<file path="src/rtl/dseq_pkg.sv">
package dseq_pkg;

    typedef enum logic [3:0] {
        S_STOP, S_FETCH, S_OPND, S_EXEC, S_LOAD,
        S_BAR, S_COMPL, S_FDRAIN, S_FAULT
    } seq_state_e;

    localparam logic [3:0] ST_STOPPED  = 4'h0;
    localparam logic [3:0] ST_RUNNING  = 4'h1;
    localparam logic [3:0] ST_BARRIER  = 4'h5;
    localparam logic [3:0] ST_COMPLETE = 4'h9;
    localparam logic [3:0] ST_FLT_DONE = 4'hE;
    localparam logic [3:0] ST_FAULTED  = 4'hF;

    localparam int FB_UNDEF = 0;
    localparam int FB_WRERR = 17;
    localparam int FB_RDERR = 18;

    // Instruction length in bytes; 0 marks an unknown opcode.
    function automatic logic [2:0] op_len(input logic [7:0] b);
        case (b)
            8'h00, 8'h04, 8'h05, 8'h07, 8'h08, 8'h09, 8'h0B,
            8'h13, 8'h18:                            op_len = 3'd1;
            8'h20, 8'h22, 8'h34, 8'h38, 8'h3C:       op_len = 3'd2;
            8'hBC:                                   op_len = 3'd6;
            default:                                 op_len = 3'd0;
        endcase
    endfunction

endpackage

</file>
<file path="src/rtl/dseq_addr_reg.sv">
module dseq_addr_reg #(
    parameter int AW   = 32,
    parameter int STEP = 4
) (
    input  logic          clk,
    input  logic          rst_n,
    input  logic          ld,
    input  logic [AW-1:0] ld_val,
    input  logic          step,
    output logic [AW-1:0] q
);
    localparam logic [AW-1:0] INC = AW'(STEP);

    always_ff @(posedge clk or negedge rst_n) begin
        if (!rst_n)    q <= '0;
        else if (ld)   q <= ld_val;
        else if (step) q <= q + INC;
    end
endmodule

</file>
<file path="src/rtl/dseq_loop_bank.sv">
module dseq_loop_bank #(
    parameter int NUM = 2,
    parameter int CW  = 8,
    localparam int IW = (NUM > 1) ? $clog2(NUM) : 1
) (
    input  logic          clk,
    input  logic          rst_n,
    input  logic          ld,
    input  logic          dec,
    input  logic [IW-1:0] idx,
    input  logic [CW-1:0] ld_val,
    output logic          sel_nz
);
    logic [CW-1:0] cnt [NUM];

    for (genvar g = 0; g < NUM; g++) begin : g_ctr
        always_ff @(posedge clk or negedge rst_n) begin
            if (!rst_n)                          cnt[g] <= '0;
            else if (ld  && idx == IW'(g))       cnt[g] <= ld_val;
            else if (dec && idx == IW'(g))       cnt[g] <= cnt[g] - 1'b1;
        end
    end

    assign sel_nz = (cnt[idx] != '0);

    // a counter is never decremented through zero
    a_r6_no_wrap: assert property (@(posedge clk) disable iff (!rst_n)
        dec |=> (cnt[$past(idx)] != {CW{1'b1}}));
endmodule

</file>
<file path="src/rtl/dma_bytecode_seq.sv">
module dma_bytecode_seq
    import dseq_pkg::*;
#(
    parameter int PC_W  = 8,
    parameter int AW    = 32,
    parameter int NLOOP = 2,
    localparam int LIW  = (NLOOP > 1) ? $clog2(NLOOP) : 1
) (
    input  logic            clk,
    input  logic            rst_n,
    input  logic            start,
    input  logic [PC_W-1:0] start_pc,
    output logic [PC_W-1:0] pm_addr,
    input  logic [7:0]      pm_byte,
    output logic            mem_req,
    output logic            mem_we,
    output logic [AW-1:0]   mem_addr,
    output logic [31:0]     mem_wdata,
    input  logic            mem_ack,
    input  logic [31:0]     mem_rdata,
    input  logic            mem_err,
    output logic            evt_valid,
    output logic [4:0]      evt_num,
    output logic [3:0]      status,
    output logic [31:0]     fault_type,
    output logic [PC_W-1:0] cur_pc,
    output logic [AW-1:0]   src_addr,
    output logic [AW-1:0]   dst_addr,
    output logic [31:0]     chan_ctrl
);
    seq_state_e state, nstate;

    logic [PC_W-1:0] pc, ipc;
    logic [7:0]      opc;
    logic [39:0]     arg;
    logic [2:0]      olen, oidx, flen;
    logic [31:0]     ccr, dbuf, ftype;
    logic [AW-1:0]   st_addr;
    logic            st_out;

    logic [1:0]      a_ld, a_step;
    logic [AW-1:0]   a_q [2];
    logic            lp_ld, lp_dec, lp_nz, jump, ccr_ld, issue_st, evt;
    logic            undef, rd_flt, st_ack, st_err, ld_go, ld_ack, pend;
    logic [LIW-1:0]  lp_idx;

    assign flen   = op_len(pm_byte);
    assign st_ack = st_out & mem_ack;
    assign st_err = st_ack & mem_err;
    assign pend   = st_out & ~st_ack;
    assign ld_go  = (state == S_LOAD) & ~st_out;
    assign ld_ack = ld_go & mem_ack;
    assign lp_idx = LIW'(opc[4] ? opc[2] : opc[1]);

    for (genvar k = 0; k < 2; k++) begin : g_addr
        dseq_addr_reg #(.AW(AW), .STEP(4)) u_areg (
            .clk(clk), .rst_n(rst_n), .ld(a_ld[k]), .ld_val(AW'(arg[39:8])),
            .step(a_step[k]), .q(a_q[k])
        );
    end

    dseq_loop_bank #(.NUM(NLOOP), .CW(8)) u_loops (
        .clk(clk), .rst_n(rst_n), .ld(lp_ld), .dec(lp_dec), .idx(lp_idx),
        .ld_val(arg[7:0]), .sel_nz(lp_nz)
    );

    // State register
    always_ff @(posedge clk or negedge rst_n) begin
        if (!rst_n) state <= S_STOP;
        else        state <= nstate;
    end

    // Next state and control strobes
    always_comb begin
        nstate = state; a_ld = '0; a_step = '0; lp_ld = 1'b0; lp_dec = 1'b0;
        jump = 1'b0; ccr_ld = 1'b0; issue_st = 1'b0; evt = 1'b0;
        undef = 1'b0; rd_flt = 1'b0;
        unique case (state)
            S_STOP, S_FAULT: if (start) nstate = S_FETCH;
            S_FETCH: begin
                if (flen == 3'd0)      undef  = 1'b1;
                else if (flen == 3'd1) nstate = S_EXEC;
                else                   nstate = S_OPND;
            end
            S_OPND: if (oidx == olen - 3'd1) nstate = S_EXEC;
            S_EXEC: begin
                nstate = S_FETCH;
                case (opc)
                    8'h00: nstate = pend ? S_COMPL : S_STOP;
                    8'h13: if (pend) nstate = S_BAR;
                    8'h34: evt = 1'b1;
                    8'h20, 8'h22: lp_ld = 1'b1;
                    8'h38, 8'h3C: if (lp_nz) begin lp_dec = 1'b1; jump = 1'b1; end
                    8'hBC: begin
                        case (arg[7:0])
                            8'd0:    a_ld[0] = 1'b1;
                            8'd1:    ccr_ld  = 1'b1;
                            8'd2:    a_ld[1] = 1'b1;
                            default: undef   = 1'b1;
                        endcase
                    end
                    8'h04, 8'h05, 8'h07: if (opc[1:0] != 2'b11) nstate = S_LOAD;
                    8'h08, 8'h09, 8'h0B: begin
                        if (opc[1:0] != 2'b11) begin
                            if (pend) nstate = S_EXEC;
                            else begin issue_st = 1'b1; a_step[1] = ccr[14]; end
                        end
                    end
                    default: ;
                endcase
            end
            S_LOAD: if (ld_ack) begin
                a_step[0] = ccr[0];
                if (mem_err) rd_flt = 1'b1;
                else         nstate = S_FETCH;
            end
            S_BAR:    if (st_ack) nstate = S_FETCH;
            S_COMPL:  if (st_ack) nstate = S_STOP;
            S_FDRAIN: if (st_ack) nstate = S_FAULT;
        endcase
        if (st_err)               nstate = S_FAULT;
        else if (undef || rd_flt) nstate = pend ? S_FDRAIN : S_FAULT;
    end

    // Datapath registers
    always_ff @(posedge clk or negedge rst_n) begin
        if (!rst_n) begin
            pc <= '0; ipc <= '0; opc <= '0; arg <= '0; olen <= '0; oidx <= '0;
            ccr <= '0; dbuf <= '0; ftype <= '0; st_addr <= '0; st_out <= 1'b0;
        end else begin
            if ((state == S_STOP || state == S_FAULT) && start) begin
                pc    <= start_pc;
                ftype <= '0;
            end
            if (state == S_FETCH) begin
                opc  <= pm_byte;
                ipc  <= pc;
                olen <= flen;
                oidx <= 3'd1;
                if (flen != 3'd0) pc <= pc + 1'b1;
            end
            if (state == S_OPND) begin
                arg[{3'(oidx - 3'd1), 3'b000} +: 8] <= pm_byte;
                oidx <= oidx + 3'd1;
                pc   <= pc + 1'b1;
            end
            if (jump)     pc      <= ipc - PC_W'(arg[7:0]);
            if (ccr_ld)   ccr     <= arg[39:8];
            if (ld_ack)   dbuf    <= mem_rdata;
            if (issue_st) st_addr <= a_q[1];
            if (issue_st)    st_out <= 1'b1;
            else if (st_ack) st_out <= 1'b0;
            if (undef)  ftype[FB_UNDEF] <= 1'b1;
            if (rd_flt) ftype[FB_RDERR] <= 1'b1;
            if (st_err) ftype[FB_WRERR] <= 1'b1;
        end
    end

    // Outputs
    always_comb begin
        unique case (state)
            S_STOP:   status = ST_STOPPED;
            S_BAR:    status = ST_BARRIER;
            S_COMPL:  status = ST_COMPLETE;
            S_FDRAIN: status = ST_FLT_DONE;
            S_FAULT:  status = ST_FAULTED;
            default:  status = ST_RUNNING;
        endcase
        pm_addr    = pc;
        cur_pc     = pc;
        mem_req    = st_out | ld_go;
        mem_we     = st_out;
        mem_addr   = st_out ? st_addr : a_q[0];
        mem_wdata  = dbuf;
        evt_valid  = evt;
        evt_num    = arg[7:3];
        fault_type = ftype;
        src_addr   = a_q[0];
        dst_addr   = a_q[1];
        chan_ctrl  = ccr;
    end

    // an unacknowledged request holds its address and direction
    a_r4_req_hold: assert property (@(posedge clk) disable iff (!rst_n)
        (mem_req && !mem_ack) |=> (mem_req && $stable(mem_addr) && $stable(mem_we)));
    // a stopped channel raises no request
    a_r1_idle_quiet: assert property (@(posedge clk) disable iff (!rst_n)
        (status == ST_STOPPED) |-> !mem_req);
    // barrier wait only while a write is pending
    a_r9_bar_pending: assert property (@(posedge clk) disable iff (!rst_n)
        (status == ST_BARRIER) |-> (mem_req && mem_we));
    // faulted status always carries a fault cause
    a_r13_fault_cause: assert property (@(posedge clk) disable iff (!rst_n)
        (status == ST_FAULTED) |-> (fault_type != '0));
    // completing status only while a write is pending
    a_r10_compl_pending: assert property (@(posedge clk) disable iff (!rst_n)
        (status == ST_COMPLETE) |-> (mem_req && mem_we));
endmodule

</file>
<file path="config.mk">
export PLATFORM = sky130hd
export DESIGN_NAME = dma_bytecode_seq
export DESIGN_NICKNAME = d
export VERILOG_FILES = /design/src/rtl/dseq_pkg.sv /design/src/rtl/dseq_addr_reg.sv /design/src/rtl/dseq_loop_bank.sv /design/src/rtl/dma_bytecode_seq.sv
export SDC_FILE = /design/constraint.sdc
export NUM_CORES = 1
export LEC_CHECK = 0
export ABC_AREA = 1
export BUFFER_PORTS_ARGS = -buffer_cell sky130_fd_sc_hd__buf_2
export CAP_MARGIN = 10
export CELL_PAD_IN_SITES_DETAIL_PLACEMENT = 1
export CELL_PAD_IN_SITES_GLOBAL_PLACEMENT = 2
export CORE_MARGIN = 3
export CORE_UTILIZATION = 29
export DETAILED_ROUTE_END_ITERATION = 8
export PLACE_DENSITY_LB_ADDON = 0.1
export SYNTH_ARGS = -nofsm -noshare
export SYNTH_HDL_FRONTEND = slang
export SYNTH_SLANG_ARGS = --single-unit
</file>
<file path="constraint.sdc">
create_clock -name clk -period 2.5 [get_ports clk]
set_input_delay 0.75 -clock clk [delete_from_list [all_inputs] [get_ports clk]]
set_output_delay 0.75 -clock clk [all_outputs]
set_load 0.01 [all_outputs]
</file>
==> impl_table.tex <==
\begin{tabular}{lr}
\hline
Metric & Value \\
\hline
\multicolumn{2}{l}{\textbf{Clocking}} \\
Post-cts hold buffer count & 0 \\
H-Tree Depth & 2 \\
Clock Latency Late Sink & 530 ps \\
Number of buffers created by CTS & 34 \\
Buffers from clock root to sink, at most & 3 \\
CTS tree & built \\
Clock Pin Slew Worst Setup and Hold Paths & 60 ps \\
Clock root buffer & sky130\_fd\_sc\_hd\_\_clkbuf\_16 \\
Number of sinks driven by the clock tree & 254 \\
\multicolumn{2}{l}{\textbf{Global route}} \\
First-pass GRT wire length & 81000 um \\
Number of antenna violations at the first check in global routing & 0 \\
Maximum number of pins on one net before global-route repair & 58 \\
Total global routing track utilization & 20.9\% \\
Overall overflow remaining after global route & 0 \\
Number of global-route vias before repair & 13300 \\
\multicolumn{2}{l}{\textbf{Timing}} \\
Max-slew headroom at the worst pin & 62.1\% \\
Shortest period the worst path allows & 2500 ps \\
Final hold viol count & 0 \\
Final Max Slew Viols & 0 \\
Unrepaired setup endpoints after global routing & true \\
Final cycle utilization of the critical path & 99.8\% \\
Total of endpoints with negative setup slack in the final report & 0 \\
Worst-margin pin slew & 566 ps \\
Maximum clock frequency & 401 MHz \\
Clock Skews & 16.2 ps \\
\multicolumn{2}{l}{\textbf{Worst setup path}} \\
CP endpoint kind & output port \\
Critical Path RT & 1750 ps \\
Critical path arrival & 1750 ps \\
Crit path kind & reg2out \\
Largest fanout of any net on the critical path & 7 \\
Startpoint type of the worst setup path & register \\
\multicolumn{2}{l}{\textbf{Floorplanning}} \\
Site row count & 79 \\
Core box area & 46700 um\^{}2 \\
X dimension of the die & 223 um \\
Effective utilization at floorplan & 29.4\% \\
Y dimension of the die & 223 um \\
Die outline area & 49900 um\^{}2 \\
I/O pin count & 273 \\
\multicolumn{2}{l}{\textbf{Route}} \\
Vias & 12700 \\
First DRT Iteration DRCs & 743 \\
Wire per inst & 19.7 um \\
Total wire length & 52400 um \\
Post-DR vias/cell & 4.80 \\
First-pass DRT Iterations & 5 \\
Antenna-violating nets left & 0 \\
Total DRC errors in the routed layout & 0 \\
\multicolumn{2}{l}{\textbf{Power}} \\
Total power & 15.7 mW \\
Power per standard cell area & 905 nW/um\^{}2 \\
Leakage power summed over all cells & 9.38 nW \\
Peak supply drop & 0.000495 V \\
\multicolumn{2}{l}{\textbf{Synthesis}} \\
Number of cells produced by synthesis & 1737 \\
Number of flops mapped to enable cells by yosys & 0 \\
Post-synthesis register bit count & 254 \\
Sequential area share after synthesis & 46.4\% \\
Post-Syn Area & 13700 um\^{}2 \\
Count of cell types in the netlist & 46 \\
Dominant cell by count in the synthesized netlist & sky130\_fd\_sc\_hd\_\_nand2\_1 \\
Cell taking the most area after synthesis & sky130\_fd\_sc\_hd\_\_dfrtp\_1 \\
Top flip-flop cell by instance count after synthesis & sky130\_fd\_sc\_hd\_\_dfrtp\_1 \\
Post-Synthesis Mean Instance Area & 7.89 um\^{}2 \\
Synth top area share & 46.4\% \\
Async set-or-reset flop fraction in the synthesized netlist & 100\% \\
Most common library cells after synthesis & sky130\_fd\_sc\_hd\_\_nand2\_1 (530), sky130\_fd\_sc\_hd\_\_dfrtp\_1 (254), sky130\_fd\_sc\_hd\_\_inv\_1 (198) \\
Synth top area cells & sky130\_fd\_sc\_hd\_\_dfrtp\_1 (46\%), sky130\_fd\_sc\_hd\_\_nand2\_1 (15\%), sky130\_fd\_sc\_hd\_\_o21ai\_0 (6.5\%) \\
Number of warnings printed during yosys synthesis & 0 \\
\multicolumn{2}{l}{\textbf{Finish}} \\
Number of antenna diodes & 0 \\
Synth-to-Final Area Change & 26.2\% \\
Count of nets after finishing & 2101 \\
Post-layout util & 37.1\% \\
Layout cell share with drive strength beyond 1 & 22.7\% \\
\multicolumn{2}{l}{\textbf{Hold path}} \\
Class of the tightest hold or removal check & in2async \\
\multicolumn{2}{l}{\textbf{Place}} \\
HPWL after detailed placement & 39800 um \\
Final weighted congestion of routability-driven global placement & 0.814 \\
Quantity of I/O buffers inserted on ports & 243 \\
\multicolumn{2}{l}{\textbf{Flow run}} \\
Total of max-cap violations & 0 \\
\multicolumn{2}{l}{\textbf{Status}} \\
Status & finished, final reports clean \\
\hline
\end{tabular}
routing by layer:
| metal | track usage (%) | vias to the layer above | wire length (um) |
|---|---|---|---|
| met5 | 0 | - | 0 |
| met4 | 4.77 | 0 | 950 |
| met3 | 3.20 | 55 | 2110 |
| met2 | 34.0 | 253 | 24000 |
| met1 | 29.4 | 6282 | 25300 |
| li1 | - | 6148 | - |
what timing repair did:
action / 4_1_cts / 5_1_grt
buffers inserted: 11 / 4
pin swaps: 4 / 10
setup endpoints to repair: 37 / 41
gates cloned: 2 / 1
gates resized for setup: 71 / 39
placed cells by master, fill, tap and decap left out, types with 3 or more instances in the layout:
cell type                   synthesis  routed
sky130_fd_sc_hd__nor3_1            28      27
sky130_fd_sc_hd__o22ai_1           12      12
sky130_fd_sc_hd__inv_2              3       5
sky130_fd_sc_hd__ha_1              20      19
sky130_fd_sc_hd__xor2_1            61      60
sky130_fd_sc_hd__o211ai_1           8       8
sky130_fd_sc_hd__o21ai_1           11      18
sky130_fd_sc_hd__clkbuf_16          0      36
sky130_fd_sc_hd__clkbuf_8           0       5
sky130_fd_sc_hd__o21ai_2            8      24
sky130_fd_sc_hd__a21oi_1           16      16
sky130_fd_sc_hd__nor3_2             3       3
sky130_fd_sc_hd__o221ai_1          40      40
sky130_fd_sc_hd__buf_2              9     237
sky130_fd_sc_hd__inv_1            198     195
sky130_fd_sc_hd__clkinv_2           0       5
sky130_fd_sc_hd__dfrtp_2            0       4
sky130_fd_sc_hd__xnor2_1           11      11
sky130_fd_sc_hd__mux2i_1            3       3
sky130_fd_sc_hd__nand4_1           30      30
sky130_fd_sc_hd__nand2_2            7      24
sky130_fd_sc_hd__nor2_2             5      10
sky130_fd_sc_hd__nand2_1          530     508
sky130_fd_sc_hd__nor2_4             3       4
sky130_fd_sc_hd__dfrtp_1          254     249
sky130_fd_sc_hd__buf_6              6       6
sky130_fd_sc_hd__nor2_1           103      97
sky130_fd_sc_hd__conb_1             1      29
sky130_fd_sc_hd__o21ai_0          177     152
sky130_fd_sc_hd__nand3_2            3       4
sky130_fd_sc_hd__buf_4             44      62
sky130_fd_sc_hd__nand3_1           87      86
sky130_fd_sc_hd__buf_12             1       8
sky130_fd_sc_hd__buf_8              0       5
sky130_fd_sc_hd__clkbuf_1          34      10
sky130_fd_sc_hd__nand2_4            1       6
metrics by stage:
stage                     setup WS (ps)  instances  area (um^2)  TNS [ps]  hold WS (ps)
after global routing              -75.2       2656        17300      -392           155
final                              4.44       2656        17300         0           149
after CTS                         -88.6       2652        17100      -588           133
after detailed placement           57.1       2581        15700         0           459
after global placement              114       2581        15700         0           451
after floorplan                    35.5       1765        13800         0           441
cells by family (layout without fill, tap and decap cells):
logic type | Yosys count | in the layout | share of synthesized area (%)
AND/OR/NAND/NOR | 810 | 810 | 25.0
buffers and inverters | 297 | 581 | 9.87
AO/OA/AOI/OAI | 278 | 278 | 11.8
flip-flops | 254 | 254 | 46.4
XOR/XNOR | 72 | 72 | 4.60
adder cells (fa/ha/maj) | 21 | 21 | 1.97
multiplexers | 4 | 4 | 0.301
other | 1 | 29 | 0.0274
power by group:
part           internal [mW]  leakage, nW  switching, mW
Clock                   2.82        0.517           1.90
Sequential              5.02         2.95          0.712
Combinational           1.85         5.91           3.36
Total                   9.68         9.38           5.97
critical path, cell delays in order (launching register included):
cell                        delay (ps)
sky130_fd_sc_hd__dfrtp_4           510
sky130_fd_sc_hd__buf_8             160
sky130_fd_sc_hd__buf_8             140
sky130_fd_sc_hd__clkbuf_16         160
sky130_fd_sc_hd__nand2_2            60
sky130_fd_sc_hd__o21ai_2            50
sky130_fd_sc_hd__buf_2             130
flip-flops by register name, summed over array words and instances, names as in the netlist:
register	cells
g_addr.u_areg.q	64
arg	40
chan_ctrl	32
mem_wdata	32
st_addr	32
u_loops.cnt	16
cur_pc	8
ipc	8
opc	8
state	4
fault_type	3
oidx	3
olen	3
mem_we	1
final cells by class:
class / instances / area (um^2)
Fill cell: 5669 / 29400
Sequential cell: 254 / 6360
Multi-Input combinational cell: 1214 / 6320
Timing Repair Buffer: 321 / 2030
Clock buffer: 50 / 982
Inverter: 202 / 762
Tap cell: 607 / 759
Clock inverter: 8 / 71.3
final timing paths:
path	cells after the start	slack, ps	endpoint	start
min reg2reg	2	460	mem_wdata[19]$_DFFE_PN0P_	mem_wdata[19]$_DFFE_PN0P_
max reg2reg	10	130	arg[35]$_DFFE_PN0P_	oidx[1]$_DFFE_PN0P_
max in group asynchronous	2	1670	chan_ctrl[5]$_DFFE_PN0P_	rst_n
min in group clk	3	430	mem_wdata[12]$_DFFE_PN0P_	mem_rdata[12]
min	1	150	cur_pc[5]$_DFF_PN0_	rst_n
max	6	4	mem_addr[7]	mem_we$_DFFE_PN0P_
No activity file was read; power rests on OpenSTA's default activity.
